==> config.mk <==
export PLATFORM = sky130hd
export DESIGN_NAME = dma_xfer_queue
export DESIGN_NICKNAME = d
export VERILOG_FILES = /design/src/rtl/dmaq_pkg.sv /design/src/rtl/dmaq_fifo.sv /design/src/rtl/dmaq_irq.sv /design/src/rtl/dmaq_done.sv /design/src/rtl/dma_xfer_queue.sv
export SDC_FILE = /design/constraint.sdc
export NUM_CORES = 1
export LEC_CHECK = 0
export ABC_AREA = 0
export BUFFER_PORTS_ARGS = -buffer_cell sky130_fd_sc_hd__buf_2
export CAP_MARGIN = 20
export CORE_UTILIZATION = 52
export CTS_BUF_LIST = sky130_fd_sc_hd__clkbuf_4 sky130_fd_sc_hd__clkbuf_8
export CTS_CLUSTER_DIAMETER = 200
export DETAILED_ROUTE_END_ITERATION = 10
export MAX_ROUTING_LAYER = met4
export PLACE_DENSITY = 0.83
export SLEW_MARGIN = 10
export SYNTH_ARGS = -nofsm -noshare
export SYNTH_HDL_FRONTEND = slang
export SYNTH_HIERARCHICAL = 1
export SYNTH_SLANG_ARGS = --single-unit
export TNS_END_PERCENT = 1
==> constraint.sdc <==
create_clock -name clk -period 8.9 [get_ports clk]
set_input_delay 1.335 -clock clk [delete_from_list [all_inputs] [get_ports clk]]
set_output_delay 1.335 -clock clk [all_outputs]
set_load 0.02 [all_outputs]
==> src/rtl/dmaq_pkg.sv <==
package dmaq_pkg;
    localparam int ADDR_W = 32;
    localparam int LEN_W  = 24;
    localparam int ID_W   = 5;
    localparam int NID    = 1 << ID_W;
    localparam int RA_W   = 12;
    localparam int FLAG_W = 3;
    localparam int NEV    = 2;

    // event positions in the pending / mask words
    localparam int EV_SOT = 0;
    localparam int EV_EOT = 1;

    // flag bit positions
    localparam int F_CYCLIC  = 0;
    localparam int F_LAST    = 1;
    localparam int F_PARTIAL = 2;

    localparam logic [RA_W-1:0] A_IRQ_MASK = 12'h080;
    localparam logic [RA_W-1:0] A_IRQ_PEND = 12'h084;
    localparam logic [RA_W-1:0] A_IRQ_SRC  = 12'h088;
    localparam logic [RA_W-1:0] A_CTRL     = 12'h400;
    localparam logic [RA_W-1:0] A_NEXT_ID  = 12'h404;
    localparam logic [RA_W-1:0] A_START    = 12'h408;
    localparam logic [RA_W-1:0] A_FLAGS    = 12'h40C;
    localparam logic [RA_W-1:0] A_DST      = 12'h410;
    localparam logic [RA_W-1:0] A_SRC      = 12'h414;
    localparam logic [RA_W-1:0] A_XLEN     = 12'h418;
    localparam logic [RA_W-1:0] A_YLEN     = 12'h41C;
    localparam logic [RA_W-1:0] A_DSTRIDE  = 12'h420;
    localparam logic [RA_W-1:0] A_SSTRIDE  = 12'h424;
    localparam logic [RA_W-1:0] A_DONE     = 12'h428;

    typedef struct packed {
        logic [ID_W-1:0]   id;
        logic [FLAG_W-1:0] flags;
        logic [ADDR_W-1:0] dst;
        logic [ADDR_W-1:0] src;
        logic [LEN_W-1:0]  xlen;
        logic [LEN_W-1:0]  ylen;
        logic [LEN_W-1:0]  dstride;
        logic [LEN_W-1:0]  sstride;
    } xfer_req_t;

    localparam int REQ_W = $bits(xfer_req_t);

    function automatic logic [31:0] zext_len(input logic [LEN_W-1:0] v);
        return {{(32-LEN_W){1'b0}}, v};
    endfunction

    function automatic logic [NEV-1:0] visible_events(input logic [NEV-1:0] pend,
                                                      input logic [NEV-1:0] mask);
        return pend & ~mask;
    endfunction
endpackage

==> src/rtl/dmaq_fifo.sv <==
module dmaq_fifo #(
    parameter int DEPTH = 4,
    parameter int W     = 8,
    localparam int PW   = (DEPTH > 1) ? $clog2(DEPTH) : 1,
    localparam int CW   = $clog2(DEPTH + 1)
) (
    input  logic          clk,
    input  logic          rst,
    input  logic          flush,
    input  logic          push,
    input  logic [W-1:0]  din,
    input  logic          pop,
    output logic [W-1:0]  dout,
    output logic [CW-1:0] count,
    output logic          full,
    output logic          empty
);
    logic [W-1:0]  slots [DEPTH];
    logic [PW-1:0] wp, rp;

    function automatic logic [PW-1:0] step(input logic [PW-1:0] p);
        return (p == PW'(DEPTH - 1)) ? '0 : p + 1'b1;
    endfunction

    always_ff @(posedge clk) begin
        if (push) slots[wp] <= din;
    end

    always_ff @(posedge clk) begin
        if (rst || flush) begin
            wp    <= '0;
            rp    <= '0;
            count <= '0;
        end else begin
            if (push) wp <= step(wp);
            if (pop)  rp <= step(rp);
            count <= count + CW'(push) - CW'(pop);
        end
    end

    assign dout  = slots[rp];
    assign full  = (count == CW'(DEPTH));
    assign empty = (count == '0);
endmodule

==> src/rtl/dmaq_irq.sv <==
module dmaq_irq
    import dmaq_pkg::*;
(
    input  logic           clk,
    input  logic           rst,
    input  logic [NEV-1:0] set_ev,
    input  logic           clr_wr,
    input  logic [NEV-1:0] clr_bits,
    input  logic           mask_wr,
    input  logic [NEV-1:0] mask_bits,
    output logic [NEV-1:0] pending,
    output logic [NEV-1:0] mask,
    output logic           irq
);
    logic [NEV-1:0] clr_now;
    assign clr_now = clr_wr ? clr_bits : '0;

    always_ff @(posedge clk) begin
        if (rst) begin
            pending <= '0;
            mask    <= '1;
        end else begin
            if (mask_wr) mask <= mask_bits;
            pending <= (pending & ~clr_now) | set_ev;
        end
    end

    assign irq = |visible_events(pending, mask);
endmodule

==> src/rtl/dmaq_done.sv <==
module dmaq_done
    import dmaq_pkg::*;
(
    input  logic            clk,
    input  logic            rst,
    input  logic            cpl_valid,
    input  logic [ID_W-1:0] cpl_id,
    input  logic            cpl_partial,
    input  logic            rd_clear,
    input  logic            reuse,
    input  logic [ID_W-1:0] reuse_id,
    output logic [NID-1:0]  bitmap,
    output logic            partial
);
    logic [NID-1:0] nxt;

    for (genvar g = 0; g < NID; g++) begin : g_bit
        logic hit, drop;
        assign hit    = cpl_valid && (cpl_id == ID_W'(g));
        assign drop   = rd_clear || (reuse && (reuse_id == ID_W'(g)));
        assign nxt[g] = hit | (bitmap[g] & ~drop);
    end

    always_ff @(posedge clk) begin
        if (rst) begin
            bitmap  <= '0;
            partial <= 1'b0;
        end else begin
            bitmap  <= nxt;
            partial <= (cpl_valid && cpl_partial) | (partial & ~rd_clear);
        end
    end
endmodule

==> src/rtl/dma_xfer_queue.sv <==
module dma_xfer_queue
    import dmaq_pkg::*;
#(
    parameter int QDEPTH      = 4,
    parameter bit HAS_CYCLIC  = 1'b1,
    parameter bit HAS_2D      = 1'b1,
    parameter bit HAS_DST_MEM = 1'b1,
    parameter bit HAS_SRC_MEM = 1'b1,
    localparam int CW         = $clog2(QDEPTH + 1)
) (
    input  logic             clk,
    input  logic             rst,
    input  logic             wr_en,
    input  logic [RA_W-1:0]  wr_addr,
    input  logic [31:0]      wr_data,
    input  logic             rd_en,
    input  logic [RA_W-1:0]  rd_addr,
    output logic [31:0]      rd_data,
    output logic             irq,
    output logic             req_valid,
    input  logic             req_ready,
    output logic [REQ_W-1:0] req_data,
    input  logic             cpl_valid,
    input  logic [ID_W-1:0]  cpl_id,
    input  logic             cpl_partial
);
    logic              ctrl_en, ctrl_pause;
    logic [ID_W-1:0]   next_id;
    xfer_req_t         staged, q_head;
    logic [CW-1:0]     q_count;
    logic              q_full, q_empty;
    logic              push, pop;
    logic [NEV-1:0]    irq_pend, irq_mask, ev;
    logic [NID-1:0]    done_map;
    logic              done_partial;
    logic [31:0]       done_word;

    // ---------------- register file ----------------
    always_ff @(posedge clk) begin
        if (rst) begin
            ctrl_en    <= 1'b0;
            ctrl_pause <= 1'b0;
            staged     <= '0;
        end else if (wr_en) begin
            case (wr_addr)
                A_CTRL: begin
                    ctrl_en    <= wr_data[0];
                    ctrl_pause <= wr_data[1];
                end
                A_FLAGS: begin
                    staged.flags[F_CYCLIC]  <= HAS_CYCLIC ? wr_data[F_CYCLIC] : 1'b0;
                    staged.flags[F_LAST]    <= wr_data[F_LAST];
                    staged.flags[F_PARTIAL] <= wr_data[F_PARTIAL];
                end
                A_DST:     staged.dst     <= HAS_DST_MEM ? wr_data : '0;
                A_SRC:     staged.src     <= HAS_SRC_MEM ? wr_data : '0;
                A_XLEN:    staged.xlen    <= wr_data[LEN_W-1:0];
                A_YLEN:    staged.ylen    <= HAS_2D ? wr_data[LEN_W-1:0] : '0;
                A_DSTRIDE: staged.dstride <= HAS_2D ? wr_data[LEN_W-1:0] : '0;
                A_SSTRIDE: staged.sstride <= HAS_2D ? wr_data[LEN_W-1:0] : '0;
                default: ;
            endcase
        end
    end

    // ---------------- ID allocation and queue ----------------
    assign push = wr_en && (wr_addr == A_START) && wr_data[0] && ctrl_en && !q_full;

    always_ff @(posedge clk) begin
        if (rst)       next_id <= '0;
        else if (push) next_id <= next_id + 1'b1;
    end

    xfer_req_t q_in;
    always_comb begin
        q_in    = staged;
        q_in.id = next_id;
    end

    logic [REQ_W-1:0] q_out;

    dmaq_fifo #(.DEPTH(QDEPTH), .W(REQ_W)) u_queue (
        .clk   (clk),
        .rst   (rst),
        .flush (!ctrl_en),
        .push  (push),
        .din   (q_in),
        .pop   (pop),
        .dout  (q_out),
        .count (q_count),
        .full  (q_full),
        .empty (q_empty)
    );

    assign q_head    = xfer_req_t'(q_out);
    assign req_valid = ctrl_en && !ctrl_pause && !q_empty;
    assign pop       = req_valid && req_ready;
    assign req_data  = q_head;

    // ---------------- interrupts ----------------
    always_comb begin
        ev         = '0;
        ev[EV_SOT] = pop;
        ev[EV_EOT] = cpl_valid;
    end

    dmaq_irq u_irq (
        .clk       (clk),
        .rst       (rst),
        .set_ev    (ev),
        .clr_wr    (wr_en && (wr_addr == A_IRQ_PEND)),
        .clr_bits  (wr_data[NEV-1:0]),
        .mask_wr   (wr_en && (wr_addr == A_IRQ_MASK)),
        .mask_bits (wr_data[NEV-1:0]),
        .pending   (irq_pend),
        .mask      (irq_mask),
        .irq       (irq)
    );

    // ---------------- completion tracking ----------------
    dmaq_done u_done (
        .clk         (clk),
        .rst         (rst),
        .cpl_valid   (cpl_valid),
        .cpl_id      (cpl_id),
        .cpl_partial (cpl_partial),
        .rd_clear    (rd_en && (rd_addr == A_DONE)),
        .reuse       (push),
        .reuse_id    (next_id),
        .bitmap      (done_map),
        .partial     (done_partial)
    );

    always_comb begin
        done_word     = 32'(done_map);
        done_word[31] = done_word[31] | done_partial;
    end

    // ---------------- read mux ----------------
    always_comb begin
        rd_data = '0;
        case (rd_addr)
            A_IRQ_MASK: rd_data = 32'(irq_mask);
            A_IRQ_PEND: rd_data = 32'(irq_pend);
            A_IRQ_SRC:  rd_data = 32'(visible_events(irq_pend, irq_mask));
            A_CTRL:     rd_data = {30'b0, ctrl_pause, ctrl_en};
            A_NEXT_ID:  rd_data = 32'(next_id);
            A_START:    rd_data = {31'b0, q_full};
            A_FLAGS:    rd_data = 32'(staged.flags);
            A_DST:      rd_data = staged.dst;
            A_SRC:      rd_data = staged.src;
            A_XLEN:     rd_data = zext_len(staged.xlen);
            A_YLEN:     rd_data = zext_len(staged.ylen);
            A_DSTRIDE:  rd_data = zext_len(staged.dstride);
            A_SSTRIDE:  rd_data = zext_len(staged.sstride);
            A_DONE:     rd_data = done_word;
            default:    rd_data = '0;
        endcase
    end
endmodule

==> Yosys cells after proc, flatten, opt, wreduce, memory -nomap -nowiden <==
Memories as Yosys holds them, arrays and structs flattened. A register that Yosys moved wholly into a read port is not among the register bits.
Index checks and enable logic that the tools add are counted.
{ "totals": {"in_bits": 68, "elab_cells": 350, "mem_count": 1, "ram_bits": 672, "register_bits": 214, "out_inout_bits": 202} }
{ "classes": {"addsub": 5, "n_mux": 8, "eq_ne": 90, "n_bitwise": 105, "n_reduce_logical": 124} }
{ "mem_list": {"columns": ["name", "words", "word_bits", "rd", "rd_clocked_by_memory_dff", "wr", "line_no", "rtl"], "rows": [
  ["u_queue.slots", 4, 168, 1, 1, 1, "dmaq_fifo.sv:18", "logic [W-1:0] slots [DEPTH];"]
]} }
{ "op_table": {"columns": ["cell", "n"], "rows": [
  ["32-bit case mux with 14 select lines", 1],
  ["12-bit by 11-bit == test with 1-bit output (second input constant)", 20],
  ["5-bit == test (second input constant)", 32],
  ["5-bit by 4-bit == test with 1-bit output (second input constant)", 16],
  ["1-bit logical AND", 75],
  ["12-bit by 8-bit == test with 1-bit output (second input constant)", 5],
  ["5-bit by 3-bit == test with 1-bit output (second input constant)", 8],
  ["1-bit bitwise OR", 34],
  ["1-bit bitwise AND", 33],
  ["1-bit logical OR", 33],
  ["1-bit inverter", 33],
  ["5-bit by 2-bit == test with 1-bit output (second input constant)", 4],
  ["2-bit AND reduction", 8],
  ["5-bit by 1-bit == test with 1-bit output (second input constant)", 2],
  ["5-bit zero test", 2],
  ["2-bit two-way mux", 5],
  ["5-bit by 1-bit adder with 5-bit output (second input constant)", 1],
  ["2-bit by 1-bit adder with 2-bit output (second input constant)", 2],
  ["2-bit bitwise AND", 2],
  ["2-bit == test (second input constant)", 2],
  ["1-bit zero test", 4],
  ["2-bit inverter", 2],
  ["3-bit by 1-bit adder with 3-bit output", 1],
  ["3-bit == test (second input constant)", 1],
  ["other kinds (5)", 6]
]} }

==> Depth between registers and ports, before layout <==
{ "logic_depth": {"word_depth": 10, "mapped_depth": 9, "mapped_depth_nobuf": 9} }

==> Cells and area by module <==
Netlist, hierarchy kept.
{ "modules_own_cells": {"columns": ["module", "seq_area_each_um2", "area_each_um2", "cells_per_inst", "instances"], "rows": [
  ["dmaq_fifo", 20359.5, 24707.4, 925, 1],
  ["dma_xfer_queue", 3403.3, 7559.8, 882, 1],
  ["dmaq_done", 660.6, 1380.1, 137, 1],
  ["dmaq_irq", 80.1, 156.4, 17, 1]
]} }

==> Least setup slack after synthesis <==
No wires, ideal clock.
{ "synth_path": {"path_type": "input -> register", "startpoint": "input port wr_addr[3]", "endpoint": "memory u_queue/slots[0][0] (netlist bit) (enable)", "path_buffers": 1, "setup_time_ns": 0.548, "setup_slack_ns": 1.759, "t_required_ns": 8.352, "arrival_ns": 6.593, "cell_stages": 5, "cell_sequence": "clkbuf_1 nand2b_1 nor3_1 nor3b_2 and2_1"} }
{ "synth_via": {"elab_chain_len": 7} }
{ "synth_lines": {"columns": ["element", "line_no", "rtl"], "rows": [
  ["from (decl)", "dma_xfer_queue.sv:14", "input logic [RA_W-1:0] wr_addr,"],
  ["12-bit by 11-bit == test with 1-bit output", "dma_xfer_queue.sv:67", "assign push = wr_en && (wr_addr == A_START) && wr_data[0] && ctrl_en && !q_full;"],
  ["1-bit logical AND (4 in series)", "dma_xfer_queue.sv:67", null],
  ["net push", "dma_xfer_queue.sv:32", "logic push, pop;"],
  ["1-bit two-way mux", "dmaq_fifo.sv:26", "if (push) slots[wp] <= din;"],
  ["1-bit two-way mux (not written as such)", "dmaq_fifo.sv:26", null],
  ["to (decl)", "dmaq_fifo.sv:18", null]
]} }
The timed path passes the listed nets, and every way through them passes these cells.

==> Final worst setup path <==
{ "layout_path": {"startpoint": "input port rd_addr[5]", "endpoint": "output port rd_data[1]"} }
{ "layout_via": {"elab_chain_len": 2, "word_cells_on_any_way": 15, "classes_between": "14 x eq/ne; 1 x mux"} }
{ "layout_lines": {"columns": ["element", "line_no", "rtl"], "rows": [
  ["from (decl)", "dma_xfer_queue.sv:17", "input logic [RA_W-1:0] rd_addr,"],
  ["12-bit by 11-bit == test with 1-bit output / 12-bit by 8-bit == test with 1-bit output (equally long branches)", "dma_xfer_queue.sv:142", "case (rd_addr)"],
  ["32-bit case mux with 14 select lines (*)", "dma_xfer_queue.sv:142", null],
  ["to (decl)", "dma_xfer_queue.sv:18", "output logic [31:0] rd_data,"]
]} }
Every way passes the cells marked *; elsewhere a longest branch is shown, timed or not.

==> flow_metrics.env <==
export IMPL_outcome="complete, no violations"
export IMPL_finalWirelength_mm=85.7
export IMPL_grt_pass1_vias=20200
export IMPL_powerDensity_nw_per_um2=205
export IMPL_synth_cell_types=62
export IMPL_final_antenna_net_count=0
export IMPL_cts_buffer_depth=3
export IMPL_die_x_um=257
export IMPL_hold_path_class="register to register"
export IMPL_htreeDepth=4
export IMPL_track_usage=0.269
export IMPL_hold_viol=0
export IMPL_cts_tree="built"
export IMPL_wl_per_cell_um=26.3
export IMPL_whs_path_depth=2
export IMPL_dp_cells=2992
export IMPL_port_buffer_count=269
export IMPL_initial_core_util=0.525
export IMPL_drv_cap=0
export IMPL_ys_seq_area_frac=0.725
export IMPL_postCtsSetupRepairBufs=0
export IMPL_grt_pass1_wl_mm=127
export IMPL_fin_setup_tns_ps=0
export IMPL_yosys_area_top_type="edfxtp_1"
export IMPL_multiInputGateArea_um2=8590
export IMPL_post_route_drc_count=0
export IMPL_grt_ovfl_total=0
export IMPL_hold_buffers=0
export IMPL_dieHeight_um=257
export IMPL_antenna_found_initial=7
export IMPL_die_area_um2=66000
export IMPL_post_cts_resized=0
export IMPL_regArea_um2=24500
export IMPL_synth_edf_count=672
export IMPL_rows=93
export IMPL_core_area_um2=64300
export IMPL_period_share=0.634
export IMPL_setup_worst_path_start_class="primary input"
export IMPL_postSynthCellCount=1961
export IMPL_synth_area_leaders="edfxtp_1 60%, dfxtp_1 13%, mux4_2 11%, nand2_1 2.5%, mux2i_1 2.4%"
export IMPL_drive_gt1_frac=0.307
export IMPL_finalNetCount=2355
export IMPL_grt_max_degree=169
export IMPL_critPathCaptureType="output port"
export IMPL_cts_root_buffer="clkbuf_8"
export IMPL_clk_insertion_delay_late_ps=780
export IMPL_arrival_ps=4310
export IMPL_worstMarginPinSlew_ps=1230
export IMPL_slew_viol_final=0
export IMPL_cp_max_fo=32
export IMPL_syn_avg_cell_area_um2=17.2
export IMPL_num_vias=20100
export IMPL_finalCriticalPeriod_ps=5640
export IMPL_cts_sinks=888
export IMPL_io_pins=270
export IMPL_max_slew_margin_rel=0.178
export IMPL_drtIter0Drc=2823
export IMPL_maxClockFrequency_mhz=177
export IMPL_rsz0062_at_grt="no"
export IMPL_synthToLayoutAreaGrowth_pct=14.7
export IMPL_via_per_inst=6.17
export IMPL_ff2ff_path_depth=7
export IMPL_routabilityCongestion=0.927
export IMPL_synth_top_cell_area_share=0.597
export IMPL_leakage_nw=14.7
export IMPL_finalSetupViolCount=0
export IMPL_ys_async_sr_fraction=0
export IMPL_syn_area_um2=33800
export IMPL_synth_main_ff_cell="edfxtp_1"
export IMPL_critical_path_class="primary input to output port"
export IMPL_fin_cells=3257
export IMPL_skew_ps=36.0
export IMPL_synth_seq_cells=888
export IMPL_firstDrtPassIters=7
export IMPL_fill_cells=4527
export IMPL_synth_nets=2038
export IMPL_cts_buffers=137
export IMPL_clk_pin_slew_ps=60
export IMPL_fin_total_pwr_mw=7.95
export IMPL_ir_drop_uv=98.8
export IMPL_yosysWarnings=6
export IMPL_required_ps=7570
export IMPL_dp_hpwl_mm=51.3
## final cells by class
class                      instances  share of cell area
sequential                       888               0.632
tap                              855              0.0276
inverter                          21             0.00203
multi-input combinational        937               0.221
clock buffer                     214              0.0682
antenna                           10            0.000645
timing repair buffer             293              0.0418
clock inverter                    39             0.00642
## registers in the layout, indices dropped and copies added (netlist names), named ones only
name and cells:
u_queue/slots 672, q_in 163, u_done/bitmap 32, next_id 5
u_queue/count 3, u_irq/mask 2, u_irq/pending 2, u_queue/rp 2
u_queue/wp 2, ctrl_en 1, ctrl_pause 1, u_done/partial 1
## path summary, 6_finish.rpt
check                        start                    end  slack, ps
setup / recovery        rd_addr[5]             rd_data[1]       3260
hold reg to reg     u_done/partial         u_done/partial        490
hold / removal      u_done/partial         u_done/partial        490
setup reg to reg  u_queue/count[1]  u_queue/slots[3][132]       5300
## cells in the mapped netlist, types with 26 or more instances
cell type and count:
buf_2 55, buf_6 26, clkbuf_1 34, a21oi_1 98
dfxtp_1 216, a222oi_1 27, nand2_1 224, nor2_1 105
mux4_2 168, mux2i_1 81, a32o_1 34, a22oi_1 49
edfxtp_1 672
## critical path: stages
cell and delay, ps:
buf_2 130, nor4b_2 920, and3_2 1100, a22o_1 280, a221oi_1 50, o211ai_1 230, buf_2 250
## per-layer routing
layer	wire length, um	track usage
met1	32400	0.348
met3	8860	0.0715
met2	41500	0.410
met5	0	-
met4	2970	0.105
## power breakdown
part / internal, mW / switching (mW)
Combinational: 0.0206 / 0.0537
Sequential: 4.40 / 0.00331
Clock: 1.95 / 1.52
## cell families after synthesis
logic type | count (synthesis) | synth area share
buf+inv | 136 | 0.0229
fa+ha+maj | 9 | 0.00355
xor+xnor | 4 | 0.00148
mux | 249 | 0.136
flops | 888 | 0.725
simple gates | 445 | 0.0629
compound gates | 230 | 0.0484
## layout by cell type (no fill, tap or decap), types with 8 or more instances in the layout
cell      Yosys  layout
nor2_1      105     102
a21oi_1      98      98
dfxtp_1     216     214
buf_4         0      17
a222oi_1     27      27
clkinv_2      0      14
mux4_2      168     168
nor3_1       11      11
ha_1          8       8
nand2_1     224     224
mux2i_1      81      81
a32o_1       34      34
inv_1        21      21
clkbuf_4      0      48
nand3_1      24      24
diode_2       0      10
clkbuf_8      0     166
clkinv_1      0      16
edfxtp_1    672     672
a22oi_1      49      49
nand2b_1     12      12
buf_2        55     268
## per-stage QoR
stage | utilization | area, um^2 | setup slack, ps | hold WS [ps]
floorplan | - | 33800 | 1760 | 436
global placement | 0.557 | 35800 | 3550 | 468
detailed placement | 0.557 | 35800 | 3410 | 482
CTS | 0.602 | 38700 | 3420 | 492
global route | 0.603 | 38800 | 3260 | 519
finish | 0.603 | 38800 | 3260 | 494
(Power assumes the default switching activity.)
